### config.mk
export PLATFORM = sky130hd
export DESIGN_NAME = sar_conv_seq
export DESIGN_NICKNAME = d
export VERILOG_FILES = /design/src/rtl/sar_seq_pkg.sv /design/src/rtl/sar_acq_timer.sv /design/src/rtl/sar_step_engine.sv /design/src/rtl/sar_result_reg.sv /design/src/rtl/sar_conv_seq.sv
export SDC_FILE = /design/constraint.sdc
export NUM_CORES = 1
export LEC_CHECK = 0
export ABC_CLOCK_PERIOD_IN_PS = 4250
export CELL_PAD_IN_SITES_DETAIL_PLACEMENT = 1
export CELL_PAD_IN_SITES_GLOBAL_PLACEMENT = 1
export CORE_MARGIN = 2
export CORE_UTILIZATION = 25
export DETAILED_ROUTE_END_ITERATION = 6
export PLACE_DENSITY_LB_ADDON = 0.1
export SYNTH_ARGS = -nofsm -noshare
export SYNTH_HDL_FRONTEND = slang
export SYNTH_SLANG_ARGS = --single-unit
### constraint.sdc
create_clock -name clk_i -period 4.25 [get_ports clk_i]
set_clock_uncertainty 0.2 [all_clocks]
set_input_delay 0.6375 -clock clk_i [delete_from_list [all_inputs] [get_ports clk_i]]
set_output_delay 0.6375 -clock clk_i [all_outputs]
set_load 0.05 [all_outputs]
### src/rtl/sar_seq_pkg.sv
package sar_seq_pkg;

  typedef enum logic [1:0] {
    ST_ACQ   = 2'd0,
    ST_WAIT  = 2'd1,
    ST_CONV  = 2'd2,
    ST_LATCH = 2'd3
  } sar_state_e;

endpackage

### src/rtl/sar_acq_timer.sv
module sar_acq_timer #(
  parameter int ACQ_CYCLES = 8
) (
  input  logic clk_i,
  input  logic rst_ni,
  input  logic run_i,
  output logic done_o
);
  localparam int CNT_W = (ACQ_CYCLES > 1) ? $clog2(ACQ_CYCLES) : 1;
  localparam logic [CNT_W-1:0] LAST = CNT_W'(ACQ_CYCLES - 1);

  logic [CNT_W-1:0] cnt_q;

  always_ff @(posedge clk_i or negedge rst_ni) begin
    if (!rst_ni)          cnt_q <= '0;
    else if (!run_i)      cnt_q <= '0;
    else if (cnt_q != LAST) cnt_q <= cnt_q + 1'b1;
  end

  assign done_o = run_i && (cnt_q == LAST);
endmodule

### src/rtl/sar_step_engine.sv
module sar_step_engine #(
  parameter int WIDTH = 16
) (
  input  logic             clk_i,
  input  logic             rst_ni,
  input  logic             clear_i,
  input  logic             load_i,
  input  logic             step_i,
  input  logic             cmp_i,
  output logic [WIDTH-1:0] trial_o,
  output logic             last_o
);
  localparam logic [WIDTH-1:0] MSB = {1'b1, {(WIDTH-1){1'b0}}};

  logic [WIDTH-1:0] sar_q, sar_d;
  logic [WIDTH-1:0] ptr_q, ptr_d;  // one-hot: bit under trial

  always_comb begin
    sar_d = sar_q;
    ptr_d = ptr_q;
    if (clear_i) begin
      sar_d = '0;
      ptr_d = '0;
    end else if (load_i) begin
      sar_d = MSB;
      ptr_d = MSB;
    end else if (step_i) begin
      sar_d = (cmp_i ? sar_q : (sar_q & ~ptr_q)) | (ptr_q >> 1);
      ptr_d = ptr_q >> 1;
    end
  end

  always_ff @(posedge clk_i or negedge rst_ni) begin
    if (!rst_ni) begin
      sar_q <= '0;
      ptr_q <= '0;
    end else begin
      sar_q <= sar_d;
      ptr_q <= ptr_d;
    end
  end

  assign trial_o = sar_q;
  assign last_o  = ptr_q[0];
endmodule

### src/rtl/sar_result_reg.sv
module sar_result_reg #(
  parameter int WIDTH = 16
) (
  input  logic             clk_i,
  input  logic             rst_ni,
  input  logic             load_i,
  input  logic             straight_i,
  input  logic [WIDTH-1:0] code_i,
  output logic [WIDTH-1:0] result_o
);
  logic [WIDTH-1:0] fmt;

  for (genvar b = 0; b < WIDTH; b++) begin : g_fmt
    if (b == WIDTH - 1) begin : g_sign
      assign fmt[b] = code_i[b] ^ ~straight_i;
    end else begin : g_pass
      assign fmt[b] = code_i[b];
    end
  end

  always_ff @(posedge clk_i or negedge rst_ni) begin
    if (!rst_ni)     result_o <= '0;
    else if (load_i) result_o <= fmt;
  end
endmodule

### src/rtl/sar_conv_seq.sv
module sar_conv_seq
  import sar_seq_pkg::*;
#(
  parameter int WIDTH      = 16,
  parameter int ACQ_CYCLES = 8
) (
  input  logic             clk_i,
  input  logic             rst_ni,
  input  logic             abort_i,
  input  logic             start_i,
  input  logic             pwrdn_i,
  input  logic             straight_i,
  input  logic             cmp_i,
  output logic             busy_o,
  output logic [WIDTH-1:0] trial_o,
  output logic [WIDTH-1:0] result_o
);
  sar_state_e state_q, state_d;
  logic acq_done, go_conv, last_step, step_en, clear_sar, latch_en;

  sar_acq_timer #(.ACQ_CYCLES(ACQ_CYCLES)) u_acq (
    .clk_i  (clk_i),
    .rst_ni (rst_ni),
    .run_i  ((state_q == ST_ACQ) && !abort_i),
    .done_o (acq_done)
  );

  // start is level-sampled once acquisition is over: covers edge and held-low modes
  always_comb begin
    go_conv = 1'b0;
    if (!abort_i && !start_i && !pwrdn_i) begin
      go_conv = (state_q == ST_WAIT) || ((state_q == ST_ACQ) && acq_done);
    end
  end

  always_comb begin
    state_d = state_q;
    if (abort_i) begin
      state_d = ST_ACQ;
    end else begin
      unique case (state_q)
        ST_ACQ:   if (go_conv) state_d = ST_CONV;
                  else if (acq_done) state_d = ST_WAIT;
        ST_WAIT:  if (go_conv) state_d = ST_CONV;
        ST_CONV:  if (last_step) state_d = ST_LATCH;
        ST_LATCH: state_d = ST_ACQ;
        default:  state_d = ST_ACQ;
      endcase
    end
  end

  always_ff @(posedge clk_i or negedge rst_ni) begin
    if (!rst_ni) state_q <= ST_ACQ;
    else         state_q <= state_d;
  end

  assign step_en   = (state_q == ST_CONV) && !abort_i;
  assign latch_en  = (state_q == ST_LATCH) && !abort_i;
  assign clear_sar = abort_i || (state_q == ST_LATCH);

  sar_step_engine #(.WIDTH(WIDTH)) u_sar (
    .clk_i   (clk_i),
    .rst_ni  (rst_ni),
    .clear_i (clear_sar),
    .load_i  (go_conv),
    .step_i  (step_en),
    .cmp_i   (cmp_i),
    .trial_o (trial_o),
    .last_o  (last_step)
  );

  sar_result_reg #(.WIDTH(WIDTH)) u_res (
    .clk_i      (clk_i),
    .rst_ni     (rst_ni),
    .load_i     (latch_en),
    .straight_i (straight_i),
    .code_i     (trial_o),
    .result_o   (result_o)
  );

  assign busy_o = (state_q == ST_CONV) || (state_q == ST_LATCH);
endmodule

==> key figures <==
Outcome
  – Result of the run: completed

Clock network
  – CTS clock-pin slew for the worst setup and hold paths: 0.10 ns
  – CTS tree: built
  – Cts hold-fix bufs: 0
  – Root Driver: clkbuf_8
  – Setup repair bufs after CTS: 0
  – H-tree levels: 2
  – Clock latency at the later pin of the worst-skew pair: 0.30 ns
  – Sink Count: 53
  – CTS buffer count: 5
  – Bufs on Longest Clock Path: 2
  – Post-CTS sizing: 0

Timing
  – Min Tclk post-route: 2.883 ns
  – RSZ-0062 raised after global routing: no
  – Setup TNS after final layout: 0 ns
  – Worst-margin pin slew: 0.9084 ns
  – Worst slew margin: 39.44%
  – Final Max Slew Viols: 0
  – Setup Viol. Count Final: 0
  – Maximum clock rate: 346.9 MHz
  – Worst Slack Setup Final: 1.367 ns
  – Tcrit/Tclk final: 67.84%
  – Final Hold Fails: 0

Setup path
  – Worst path cell trace: ha_1 -> or2_2 -> clkdlybuf4s50_1
  – Crit Path Class: reg2out
  – Critical path capture point type: output port
  – Worst path arrival time: 2.05 ns
  – Largest stage delay on the critical path: 0.71 ns
  – Worst Setup Start Kind: flip-flop
  – Slowest cell on the critical path: clkdlybuf4s50_1
  – CP max FO: 5
  – Critical Path RT: 3.41 ns

Global routing
  – Initial antenna violation count: 0
  – Total global routing overflow: 0
  – Vias in the first global route: 1,768
  – First-pass GRT wire length: 8.928 mm
  – Largest net degree at the start of global routing: 38
  – GRT Util Overall: 10.22%

Logic synthesis
  – Synth Cell Area: 2522 um2
  – Synth Flop Type: dfrtp_1
  – Warnings, synthesis: 0
  – Syn avg cell area: 11.11 um2
  – Synth Net Count: 241
  – Post-Syn Instances: 227
  – Synth async-reset ratio: 100.0%
  – Seq/Total Area, Yosys: 52.58%
  – Post-synth EDFFs: 0
  – Post-synth cell types: 27
  – Synthesized flop and latch total: 53

Job
  – # Max-Cap Violations: 0

Placement
  – Placer Congestion: 0.7407
  – Placed cell area: 2917 um2
  – Placed instance count: 377
  – Input/output buffers: 39
  – DP Worst Slack: 1.452 ns
  – Dpl hpwl: 3.462 mm

Detailed routing
  – Via/cell ratio: 4.200
  – Routed Antenna Nets: 0
  – Initial drt markers: 30
  – Final WL: 5.149 mm
  – Vias: 1,617
  – DR WL/cell: 13.37 um
  – 1st-pass router iterations: 4
  – Drc violations: 0

Finish
  – P&R area growth vs syn: 19.44%
  – Multi-input logic area: 944.7 um2
  – Fillers: 1,115
  – Layout cells sized above 1: 23.41%
  – Antenna Cells: 0
  – Non-filler instance count after layout: 385
  – Final Net Count: 265
  – Design area: 3013 um2
  – Register area: 1326 um2

Power
  – P per Cell Area: 386.3 nW/um2
  – P_leak: 1.279 nW
  – Maximum vdd drop: 160.3 uV

Floorplanning
  – Die area: 10,910 um2
  – Core ar.: 9774 um2
  – Initial core utilization: 25.81%
  – Io pins: 40
  – FP Rows: 36
  – Die height: 104.4 um
  – Die width: 104.4 um

Worst hold path
  – Worst min-delay path class: in2async
metrics by stage:
stage          util [%]  total power [mW]  hold slack [ns]
2_1_floorplan         -            0.7909           0.1419
3_3_place_gp      29.84            0.8780           0.2725
3_5_place_dp      29.84            0.8818           0.2735
4_1_cts           30.82             1.199           0.2786
5_1_grt           30.82             1.245           0.3147
6_report          30.82             1.164           0.2348
critical path, delay by kind of cell, from the launching register on:
family,cells,cell delay (ns)
simple gates,1,0.32
fa+ha+maj,1,0.28
buf+inv,1,0.71
flops,1,0.44
synthesized netlist by cell type (2+ instances only):
cell / number / area share, %
a211oi_1: 3 / 0.89
a21oi_2: 15 / 5.2
buf_2: 3 / 0.60
buf_4: 16 / 4.8
buf_6: 3 / 1.3
clkbuf_1: 3 / 0.45
dfrtp_1: 53 / 53
ha_1: 7 / 3.5
inv_1: 19 / 2.8
mux2_2: 15 / 6.7
mux2i_1: 3 / 1.2
nand2_1: 18 / 2.7
nand2b_1: 4 / 0.99
nor2_1: 5 / 0.74
nor2b_2: 15 / 5.2
o21ai_0: 33 / 6.5
xor2_1: 2 / 0.69
placed cells by master (no fill, tap or decap), drive strengths merged, types with 5 or more instances in the layout:
master          n
inv            19
o21ai          33
ha              7
nand2          18
nor2            5
nor2b          16
dfrtp          53
clkbuf          6
a21oi          15
clkdlybuf4s50  38
mux2           15
cells by family after synthesis:
logic type,Yosys count,synth area share (%)
AO/OA/AOI/OAI,56,14.29
XOR/XNOR,2,0.6946
multiplexers,18,7.887
buffers and inverters,44,9.970
adder cells (fa/ha/maj),7,3.472
AND/OR/NAND/NOR,47,11.11
flip-flops,53,52.58
routing by layer:
metal	global-route usage, %	vias up	wire, um
met1	12.54	807	2415
met4	2.896	0	40
li1	-	781	-
met3	2.506	4	213
met2	17.74	25	2479
met5	0	-	0
flip-flops by register name, indices dropped and copies added, names as in the netlist:
signal	cells
u_sar.trial_o	16
u_sar.ptr_q	16
u_acq.cnt_q	3
u_res.result_o	16
state_q	2
where the power goes:
part | internal (mW) | switching (mW) | total, mW
logic | 0.111 | 0.204 | 0.315
clock network | 0.133 | 0.171 | 0.304
registers | 0.526 | 0.0193 | 0.545
total | 0.769 | 0.395 | 1.16
path summary, 6_finish.rpt:
path	from	endpoint	slack (ns)	cells past startpoint
setup / recovery	state_q[0]	busy_o	1.37	3
hold / removal	rst_ni	u_res.result_o[8]	0.23	1
setup reg to reg	u_acq.cnt_q[0]	u_sar.trial_o[5]	1.96	6
hold reg to reg	u_res.result_o[15]	u_res.result_o[15]	0.29	2
max in group asynchronous	rst_ni	u_sar.ptr_q[4]	2.84	2
min in group clk_i	u_res.result_o[15]	u_res.result_o[15]	0.29	2
cell type report:
type                       instances  share of cell area (%)
clock buffer                       6                   2.741
clock inverter                     2                  0.4568
inverter                          19                   2.367
multi-input combinational        130                   31.35
sequential                        53                   44.02
tap                              133                   5.523
timing repair buffer              42                   13.54
Power figures use the tool's default switching activity.
